**src/rtl/uf8_pkg.sv**
```systemverilog
package uf8_pkg;

    localparam int VALUE_W = 32;
    localparam int EXP_W   = 4;
    localparam int MAN_W   = 4;
    localparam int CODE_W  = EXP_W + MAN_W;
    localparam int LZ_W    = $clog2(VALUE_W) + 1;
    localparam int EXP_MAX = (1 << EXP_W) - 1;
    // first exponent guess is msb - MAN_W; below this msb the guess is zero
    localparam int EST_MIN_MSB = MAN_W + 1;

    typedef logic [VALUE_W-1:0] value_t;
    typedef logic [EXP_W-1:0]   exp_t;
    typedef logic [MAN_W-1:0]   man_t;
    typedef logic [LZ_W-1:0]    lz_t;
    typedef logic [EXP_W:0]     exp_wide_t;

    typedef struct packed {
        exp_t exp;
        man_t man;
    } code_t;

    localparam value_t SMALL_LIMIT = value_t'(1) << MAN_W;
    localparam value_t BASE_FULL   = (value_t'(1) << EXP_MAX) - value_t'(1);

    // start of the bucket for exponent e: ((2^e) - 1) scaled by 2^MAN_W
    function automatic value_t bucket_base(input exp_wide_t e);
        return ((value_t'(1) << e) - value_t'(1)) << MAN_W;
    endfunction

endpackage

```
**src/rtl/uf8_lzc.sv**
```systemverilog
module uf8_lzc
    import uf8_pkg::*;
(
    input  value_t word_i,
    output lz_t    count_o
);

    // a set bit at position i leaves VALUE_W-1-i leading zeros; the highest set bit wins
    always_comb begin
        count_o = lz_t'(VALUE_W);
        for (int i = 0; i < VALUE_W; i++) begin
            if (word_i[i]) begin
                count_o = lz_t'(VALUE_W - 1 - i);
            end
        end
    end

endmodule

```
**src/rtl/uf8_encoder.sv**
```systemverilog
module uf8_encoder
    import uf8_pkg::*;
(
    input  value_t value_i,
    output code_t  code_o
);

    lz_t       lead_zeros;
    lz_t       msb_pos;
    exp_t      exp_guess;
    exp_t      exp_low;
    exp_t      exp_final;
    value_t    base_guess;
    value_t    base_next;
    value_t    residue;
    value_t    scaled;

    uf8_lzc u_lzc (
        .word_i  (value_i),
        .count_o (lead_zeros)
    );

    // an all-zero word yields no meaningful msb; the small-value path covers it
    assign msb_pos = lz_t'(VALUE_W - 1) - lead_zeros;

    // step 1: guess from the msb position, clamped to the exponent range
    always_comb begin
        if (msb_pos < lz_t'(EST_MIN_MSB)) begin
            exp_guess = '0;
        end else if ((msb_pos - lz_t'(MAN_W)) > lz_t'(EXP_MAX)) begin
            exp_guess = exp_t'(EXP_MAX);
        end else begin
            exp_guess = exp_t'(msb_pos - lz_t'(MAN_W));
        end
    end

    // step 2: drop one bucket if the value lies below the guessed base
    assign base_guess = bucket_base(exp_wide_t'(exp_guess));

    always_comb begin
        if ((exp_guess != '0) && (value_i < base_guess)) begin
            exp_low = exp_guess - exp_t'(1);
        end else begin
            exp_low = exp_guess;
        end
    end

    // step 3: climb one bucket if the value reaches the next base
    assign base_next = bucket_base(exp_wide_t'(exp_low) + exp_wide_t'(1));

    always_comb begin
        if ((exp_low != exp_t'(EXP_MAX)) && (value_i >= base_next)) begin
            exp_final = exp_low + exp_t'(1);
        end else begin
            exp_final = exp_low;
        end
    end

    assign residue = value_i - bucket_base(exp_wide_t'(exp_final));
    assign scaled  = residue >> exp_final;

    always_comb begin
        if (value_i < SMALL_LIMIT) begin
            code_o = code_t'(value_i[CODE_W-1:0]);
        end else begin
            code_o.exp = exp_final;
            code_o.man = scaled[MAN_W-1:0];
        end
    end

endmodule

```
**src/rtl/uf8_decoder.sv**
```systemverilog
module uf8_decoder
    import uf8_pkg::*;
(
    input  code_t  code_i,
    output value_t value_o
);

    value_t base;
    value_t step;

    // bucket start from a right-shifted mask of EXP_MAX ones
    assign base    = (BASE_FULL >> (exp_t'(EXP_MAX) - code_i.exp)) << MAN_W;
    assign step    = value_t'(code_i.man) << code_i.exp;
    assign value_o = step + base;

endmodule

```
**src/rtl/uf8_codec.sv**
```systemverilog
module uf8_codec
    import uf8_pkg::*;
#(
    parameter bit PIPE = 1'b1
) (
    input  logic                        clk,
    input  logic                        rst,
    input  logic                        enc_valid_i,
    input  logic [uf8_pkg::VALUE_W-1:0] enc_value_i,
    input  logic                        dec_valid_i,
    input  logic [uf8_pkg::CODE_W-1:0]  dec_code_i,
    output logic                        enc_valid_o,
    output logic [uf8_pkg::CODE_W-1:0]  enc_code_o,
    output logic                        dec_valid_o,
    output logic [uf8_pkg::VALUE_W-1:0] dec_value_o
);

    code_t  enc_code_c;
    value_t dec_value_c;

    uf8_encoder u_enc (
        .value_i (enc_value_i),
        .code_o  (enc_code_c)
    );

    uf8_decoder u_dec (
        .code_i  (code_t'(dec_code_i)),
        .value_o (dec_value_c)
    );

    generate
        if (PIPE) begin : g_reg
            always_ff @(posedge clk) begin
                if (rst) begin
                    enc_valid_o <= 1'b0;
                    enc_code_o  <= '0;
                    dec_valid_o <= 1'b0;
                    dec_value_o <= '0;
                end else begin
                    enc_valid_o <= enc_valid_i;
                    dec_valid_o <= dec_valid_i;
                    if (enc_valid_i) begin
                        enc_code_o <= enc_code_c;
                    end
                    if (dec_valid_i) begin
                        dec_value_o <= dec_value_c;
                    end
                end
            end
        end else begin : g_comb
            assign enc_valid_o = enc_valid_i;
            assign enc_code_o  = enc_code_c;
            assign dec_valid_o = dec_valid_i;
            assign dec_value_o = dec_value_c;
        end
    endgenerate

endmodule

```
**config.mk**
```make
export PLATFORM = sky130hd
export DESIGN_NAME = uf8_codec
export DESIGN_NICKNAME = d
export VERILOG_FILES = /design/src/rtl/uf8_pkg.sv /design/src/rtl/uf8_lzc.sv /design/src/rtl/uf8_encoder.sv /design/src/rtl/uf8_decoder.sv /design/src/rtl/uf8_codec.sv
export SDC_FILE = /design/constraint.sdc
export NUM_CORES = 1
export LEC_CHECK = 0
export BUFFER_PORTS_ARGS = -buffer_cell sky130_fd_sc_hd__buf_4
export CAP_MARGIN = 20
export CORE_ASPECT_RATIO = 1.25
export CORE_MARGIN = 3
export CORE_UTILIZATION = 45
export DETAILED_ROUTE_END_ITERATION = 6
export PLACE_DENSITY = 0.67
export SLEW_MARGIN = 20
export SYNTH_ARGS = -nofsm -noshare
export SYNTH_HDL_FRONTEND = slang
export SYNTH_SLANG_ARGS = --single-unit
```
**constraint.sdc**
```tcl
create_clock -name clk -period 16 [get_ports clk]
set_clock_uncertainty 0.15 [all_clocks]
set_input_delay 2.4 -clock clk [delete_from_list [all_inputs] [get_ports clk]]
set_output_delay 2.4 -clock clk [all_outputs]
set_load 0.05 [all_outputs]
```
# Word-level counts from Yosys, hierarchy flattened
# Cells that the tools add are included.
# Widths: inputs -> output; s select.
# word_totals
in_bits,44
word_cells,67
register_bits,42
out_inout_bits,42
# classes
n_lt_le_gt_ge,5
n_eq_ne,1
n_reduce_logical,3
n_shift,6
n_mux,37
add_sub_neg,11
# op_table
op,count
$mux 6,32
$sub 28x1->28 const B,3
$shl 1x4->28 const A,2
$add 32x32->32,1
$ge 32x32->1,1
$lt 32x32->1,1
$lt 32x5->1 const B,1
$shl 4x4->32,1
$shr 32x4->4,1
$sub 32x32->32,1
$shl 1x5->28 const A,1
$shr 15x4->28 const A,1
$mux 4,4
$mux 8,1
$gt 6x4->1 const B,1
$lt 6x3->1 const B,1
$sub 5x6->6 const A,1
$sub 6x3->6 const B,1
$add 4x1->5 const B,1
$add 4x1->4 const B,1
$ne 4x4->1 const B,1
$reduce_bool 4->1,1
$sub 4x1->4 const B,1
$sub 4x4->4 const A,1
$logic_and 1x1->1,2

# Longest topological paths before layout
# Gate-level depths: netlist (run 1).
# depth
depth_word,53
depth_mapped,76
depth_no_buf,70

# Modules after synthesis
# A second synthesis (run 1) with hierarchy kept.
# unflattened
cells_unflattened,1032
area_unflattened_um2,7838.8
# by_module_without_submodules
module,seq_area_each_um2,cells_per_inst,area_each_um2,n_inst
uf8_encoder,0.0,667,4764.6,1
uf8_codec,840.8,134,1505.2,1
uf8_decoder,0.0,166,1201.2,1
uf8_lzc,0.0,65,367.9,1

# Least setup slack after synthesis (run 1)
# OpenSTA, ideal clock, no wires.
# synth_timing
path_type,in2reg
start,input port enc_value_i[0] (netlist name)
end,register enc_code_o[3] (netlist name)
setup_time_ps,92
t_arrival_ps,16238
slack_ps,-480
path_stages,74
t_required_ps,15758
path_buffers,8
path_cell_list,or4_1 a211oi_1 o21ai_1 and2_1 inv_1 ha_1 o211ai_1 a221oi_1 or3_1 clkbuf_1 and2_4 inv_1 ha_1 clkbuf_1 o21ai_0 o211ai_1 a21oi_1 nand2_1 (+38 left out) clkbuf_1 inv_1 and2_1 nand2b_1 o21ai_0 a22oi_1 ha_1 or3_1 o211ai_1 nand3_1 a31o_2 a21oi_1 xor2_1 nand2b_1 o221ai_1 nor4_1 nor4_1 o32ai_1
# synth_between
elab_chain_cells,53
word_cells_on_any_way,59
cone_classes,add/sub: 9; order compare: 5; eq/ne: 1; shift: 4; mux: 37; reduce/logical: 3
# synth_rtl
item,line,text
from (decl),uf8_codec.sv:9,"input logic [uf8_pkg::VALUE_W-1:0] enc_value_i,"
$mux 6 (32 in a row),uf8_lzc.sv:12,if (word_i[i]) begin
$sub 5x6->6,uf8_encoder.sv:24,assign msb_pos = lz_t'(VALUE_W - 1) - lead_zeros;
$sub 6x3->6,uf8_encoder.sv:30,end else if ((msb_pos - lz_t'(MAN_W)) > lz_t'(EXP_MAX)) begin
$gt 6x4->1,uf8_encoder.sv:30,
$mux 4,uf8_encoder.sv:30,
$mux 4,uf8_encoder.sv:28,if (msb_pos < lz_t'(EST_MIN_MSB)) begin
$shl 1x4->28,uf8_pkg.sv:28,return ((value_t'(1) << e) - value_t'(1)) << MAN_W;
$sub 28x1->28,uf8_pkg.sv:28,
(+6 left out),-,
$ge 32x32->1,uf8_encoder.sv:52,if ((exp_low != exp_t'(EXP_MAX)) && (value_i >= base_next)) begin
$logic_and 1x1->1,uf8_encoder.sv:52,
$mux 4,uf8_encoder.sv:52,
$shl 1x4->28,uf8_pkg.sv:28,
$sub 28x1->28,uf8_pkg.sv:28,
$sub 32x32->32,uf8_encoder.sv:59,assign residue = value_i - bucket_base(exp_wide_t'(exp_final));
$shr 32x4->4,uf8_encoder.sv:60,assign scaled = residue >> exp_final;
$mux 8 *,uf8_encoder.sv:63,if (value_i < SMALL_LIMIT) begin
to (signal assigned),uf8_codec.sv:43,enc_code_o <= enc_code_c;
to (decl),uf8_codec.sv:13,"output logic [uf8_pkg::CODE_W-1:0] enc_code_o,"
# Every way passes the cells marked *; elsewhere a longest branch is shown, timed or not.
# A chain may end at the register's enable or synchronous reset.

# Worst setup path after layout (run 1)
# Ends and elaborated chain as after synthesis.

==> results of run 1 <==
[synthesized netlist by cell type, drive strengths merged (14+ instances only)]
| cell | n |
|---|---|
| inv | 43 |
| xnor2 | 24 |
| mux2i | 45 |
| nor2b | 15 |
| ha | 95 |
| nor2 | 117 |
| a211oi | 14 |
| clkbuf | 34 |
| a21oi | 67 |
| o21ai | 78 |
| nand3 | 23 |
| a21o | 20 |
| nor3 | 27 |
| nor4 | 21 |
| nand2 | 93 |
| buf | 20 |
| dfxtp | 30 |
[kinds of logic after synthesis]
| family | synth area share |
|---|---|
| xor gates and xnor gates | 0.0474 |
| adders and majority gates | 0.176 |
| DFF | 0.0859 |
| buffers and inverters | 0.0616 |
| muxes | 0.0741 |
| and+or+nand+nor | 0.261 |
| other | 0.000536 |
| AOI/OAI and AO/OA | 0.293 |
[sequential cells by signal (all words and copies together), names as in the netlist]
signal and count:
dec_valid_o 1, dec_value_o 20, enc_valid_o 1, enc_code_o 8
[routing by layer]
layer  routed length (um)  part of all wire  vias to the layer above
met3                 1310             0.058                       63
met1                 9500              0.42                     3671
met4                  918             0.041                        0
met5                    0                 0                        -
li1                     -                 -                     3882
met2                10900              0.48                      273
[power by group through the flow]
stage	Clock, mW	Sequential, mW	Combinational, mW
final	0.0932	0.0863	0.326
after global routing	0.0986	0.0867	0.356
after CTS	0.0949	0.0861	0.311
after detailed placement	0	0.0873	0.309
after global placement	0	0.0875	0.307
after floorplan	0	0.111	0.200
[area by class of cell]
class,instances,share of cell area
multi-input cells,875,0.731
well taps,208,0.0306
clock buffers,7,0.0168
repair buffers,149,0.131
flip-flops and latches,30,0.0706
inverters,44,0.0194
clock inverters,1,0.000588
[worst min-delay path: cells and delay by family, from the launching register on]
kind | cells | cell delay, ps
DFF | 1 | 310
and+or+nand+nor | 1 | 50
AOI/OAI and AO/OA | 1 | 50
[worst min path at each step]
stage | end | slack (ps) | from
6_report | dec_value_o[0] | 310 | dec_value_o[0]
5_1_grt | dec_value_o[17] | 340 | dec_value_o[17]
4_1_cts | dec_value_o[0] | 310 | dec_value_o[0]
3_5_place_dp | dec_value_o[0] | 300 | dec_value_o[0]
3_3_place_gp | dec_value_o[0] | 300 | dec_value_o[0]
2_1_floorplan | dec_value_o[0] | 520 | dec_value_o[0]
[timing repair]
| action | in CTS | in global routing |
|---|---|---|
| setup buffers | 0 | 9 |
| resized for setup | 0 | 45 |
| setup endpoints to repair | 0 | 4 |
[metrics by stage]
stage,setup slack (ps),cells
after global placement,70.1,1297
after CTS,33.5,1305
after detailed placement,-227,1297
after global routing,-59.3,1314
final,790,1314
after floorplan,45.7,1003
==> flow_metrics.tcl, run 1 <==
set metrics [dict create \
    outcome "completed" \
    worstSetupEndpoint "enc_code_o[3]" \
    cts_hold_buf 0 \
    yosysTopAreaCellShare 0.170 \
    finalHoldViolCount 0 \
    worst_pin_slew_ps 621 \
    wirelength_um 22700 \
    drt_iter0_markers 494 \
    crit_buf_inv 8 \
    cts_tree "built" \
    pin_count 86 \
    finalInstanceArea_um2 8510 \
    clkLatencyLatePin_ps 270 \
    yosys_warnings 0 \
    most-common-layout-cells "149 x buf_4, 112 x nor2_1, 91 x nand2_1, 91 x ha_1, 65 x o21ai_0" \
    nFillCells 1481 \
    initial_core_util 0.464 \
    max_cap_viol_count 0 \
    post-route-util 0.565 \
    fmax_mhz 65.7 \
    async_reset_ff_frac 0 \
    path_common_cell "ha_1" \
    start_kind "input pin" \
    die_w_um 117 \
    met1_usage 0.311 \
    via_count 7889 \
    cpPeakStageDelay_ps 570 \
    syn-instance-count 992 \
    routabilityCongestion 0.955 \
    die-area_um2 17100 \
    path_depth 68 \
    chipHeight_um 145 \
    rows 50 \
    antenna_cells 0 \
    r2r_setup_slack_ps 15010 \
    crit_required_ps 16030 \
    reg2reg_to "enc_code_o[0]" \
    slowest_stage "or4_4" \
    final-seq-area_um2 601 \
    cp-startpoint "enc_value_i[0]" \
    tns_ps 0 \
    track_usage 0.248 \
    intPower_uw 276 \
    final_common_cell "buf_4" \
    synth_edf_count 0 \
    combPwrFrac 0.645 \
    power_density_nw_per_um2 59.4 \
    synth_area_um2 6990 \
    setup-violations-final 0 \
    dpl_cell_area_um2 8110 \
    peakVddDrop_uv 62.6 \
    leakagePower_nw 3.94 \
    cts.htree.levels 2 \
    io_buffers 73 \
    min_path_cells 2 \
    power_uw 505 \
    path_delay_family "simple AND/OR/NAND/NOR gates" \
    use_met2 0.435 \
    power.share.clock 0.185 \
    grtUsageMet3 0.0311 \
    period_minus_slack_ps 15210 \
    path_max_fanout 9 \
    busiest_layer "met2" \
    critPathArrivalTime_ps 15240 \
    synth_area_leader_cell "ha_1" \
    ys.flop_type "dfxtp_1" \
    routedWlPerCell_um 17.2 \
    power.share.sequential 0.171 \
    firstDrtPassIters 6 \
    grt_pass1_wl_um 36200 \
    r2r_start "enc_code_o[0]" \
    avgSynthCellArea_um2 7.05 \
    overflow 0 \
    power_switching_uw 229 \
    clkTransAtPathRegs_ps 50 \
    synth.yosys.seq_area_share 0.0859 \
    swShare 0.454 \
    viasPerCell 6.00 \
    dp_hpwl_um 18000 \
    drv_slew 0 \
    relSlewSlack 0.584 \
    core_um2 15100 \
    synth_area_leaders "ha_1 17%, dfxtp_1 8.6%, mux2i_1 6.4%" \
    cts.sinks 30 \
    ys_types 84 \
    endpoint_kind "register" \
    cts_buffers 5 \
    ant_nets 0 \
    critPathKind "input pin to register" \
    reg2regPathDepth 2 \
    antenna_found_initial 0 \
    route.detailed.drc 0 \
    areaGrowthSynthToFinish_pct 21.7 \
    finalCritPeriodShare 0.951 \
    yosys_register_bits 30 \
    multiInputGateArea_um2 6220 \
    drive_gt1_frac 0.212 \
    whs_ps 312 \
    first_global_vias 7357 \
    grt_max_degree 31 \
    cts.path.max_buffers 2 \
    worst_hold_path_type "register to register" \
    root_buffer "clkbuf_16" \
    nets 1246 \
]
Note: power is estimated with default switching activity, not from simulation.
==> run 2: changes to the inputs <==
- RECOVER_POWER: unset -> 100
==> run 2 against run 1 <==
Sequential share of layout area increased by 0.10 points. Critical path depth unchanged. Fmax about the same. Via count increased by 0.34%. Sequential cell count unchanged. Critical path type unchanged. First-iteration DRC count increased by 6.9%. Largest power group unchanged. Global-route usage unchanged. Utilization decreased by 0.82 points.
==> flow_metrics.tcl, run 2 (same netlist as run 1, synthesis figures left out) <==
set metrics [dict create \
    outcome "completed" \
    endpoint_kind "register" \
    cts.htree.levels 2 \
    antenna_found_initial 0 \
    r2r_start "enc_code_o[0]" \
    die_w_um 117 \
    whs_ps 309 \
    clkLatencyLatePin_ps 270 \
    core_um2 15100 \
    io_buffers 73 \
    power.share.clock 0.187 \
    routabilityCongestion 0.955 \
    hold_end "dec_value_o[0]" \
    rows 50 \
    root_buffer "clkbuf_16" \
    cts.sinks 30 \
    chipHeight_um 145 \
    initial_core_util 0.464 \
    ant_nets 0 \
    start_kind "input pin" \
    grt_max_degree 31 \
    swShare 0.459 \
    routedWlPerCell_um 17.2 \
    power_switching_uw 229 \
    finalCritPeriodShare 0.951 \
    peakVddDrop_uv 61.3 \
    first_global_vias 7357 \
    drt_iter0_markers 528 \
    final_common_cell "buf_4" \
    viasPerCell 6.02 \
    holdCritStartpoint "dec_value_o[0]" \
    cts_buffers 5 \
    areaGrowthSynthToFinish_pct 20.0 \
    grt_pass1_wl_um 36200 \
    cpPeakStageDelay_ps 410 \
    leakagePower_nw 3.81 \
    worst_pin_slew_ps 882 \
    dp_hpwl_um 18000 \
    cts.path.max_buffers 2 \
    overflow 0 \
    path_max_fanout 9 \
    slowest_stage "nor4_2" \
    top_regs "dec_value_o: 20 flops, enc_code_o: 8 flops" \
    fmax_mhz 65.7 \
    worst_hold_path_type "register to register" \
    drv_slew 0 \
    critPathArrivalTime_ps 15250 \
    cts_tree "built" \
    power_uw 499 \
    setup-violations-final 0 \
    drive_gt1_frac 0.182 \
    most-common-layout-cells "116 x buf_4, 112 x nor2_1, 91 x nand2_1, 91 x ha_1, 65 x o21ai_0" \
    largest_register_ffs 20 \
    critPathKind "input pin to register" \
    cts_hold_buf 0 \
    nets 1246 \
    clkTransAtPathRegs_ps 50 \
    reg2reg_to "enc_code_o[0]" \
    antenna_cells 0 \
    min_path_cells 2 \
    intPower_uw 270 \
    track_usage 0.248 \
    wirelength_um 22500 \
    largest_register "dec_value_o" \
    power_density_nw_per_um2 59.5 \
    die-area_um2 17100 \
    combPwrFrac 0.641 \
    relSlewSlack 0.412 \
    firstDrtPassIters 5 \
    reg2regPathDepth 2 \
    finalHoldViolCount 0 \
    crit_required_ps 16040 \
    period_minus_slack_ps 15210 \
    via_count 7916 \
    route.detailed.drc 0 \
    r2r_setup_slack_ps 15000 \
    max_cap_viol_count 0 \
    pin_count 86 \
    power.share.sequential 0.172 \
]
==> run 2: worst max-delay path: cells and delay by family <==
family                   cells  cell delay (ps)
buffers and inverters        8             1000
XOR/XNOR                     2              430
adder cells (fa/ha/maj)      8             1890
AND/OR/NAND/NOR             28             5340
AO/OA/AOI/OAI               22             4180
==> run 2: final cells by class <==
type | count | area [um2]
fill | 1506 | 6690
sequential | 30 | 601
multi-input combinational | 875 | 6220
tap | 208 | 260
clock buffer | 7 | 143
clock inverter | 1 | 5.00
inverter | 44 | 165
timing repair buffer | 149 | 995
==> run 2: repair_timing <==
action,CTS,global route
buffers inserted,0,9
endpoints found under the setup margin,0,4
gates resized for setup,0,45
==> run 2: through the flow <==
step	instances	cell area, um2	util	TNS [ps]	setup WS [ps]
floorplan	1003	7070	-	0	45.7
global placement	1297	8110	0.538	0	70.1
detailed placement	1297	8110	0.538	-286	-227
CTS	1305	8260	0.548	0	33.5
global route	1314	8390	0.556	-59.3	-59.3
finish	1314	8390	0.556	0	788
==> run 2: worst max path at each step <==
stage                     from            end  slack (ps)  cells past startpoint
2_1_floorplan   enc_value_i[0]  enc_code_o[3]          50                     74
3_3_place_gp   enc_value_i[10]  enc_code_o[3]          70                     66
3_5_place_dp   enc_value_i[10]  enc_code_o[3]        -230                     67
4_1_cts        enc_value_i[10]  enc_code_o[3]          30                     66
5_1_grt         enc_value_i[0]  enc_code_o[3]         -60                     69
6_report       enc_value_i[12]  enc_code_o[3]         790                     68
==> run 2: layer usage <==
metal / part of all wire / vias to the layer above / GRT usage
met5: 0 / - / 0
met4: 0.040 / 0 / 0.0950
met3: 0.065 / 59 / 0.0311
met2: 0.48 / 310 / 0.435
met1: 0.41 / 3662 / 0.311
li1: - / 3885 / -
==> run 2: power by group through the flow <==
stage / clock [mW] / sequential [mW] / combinational (mW)
floorplan: 0 / 0.111 / 0.200
global placement: 0 / 0.0875 / 0.307
finish: 0.0931 / 0.0860 / 0.320
detailed placement: 0 / 0.0873 / 0.309
CTS: 0.0949 / 0.0861 / 0.311
global route: 0.0986 / 0.0865 / 0.350
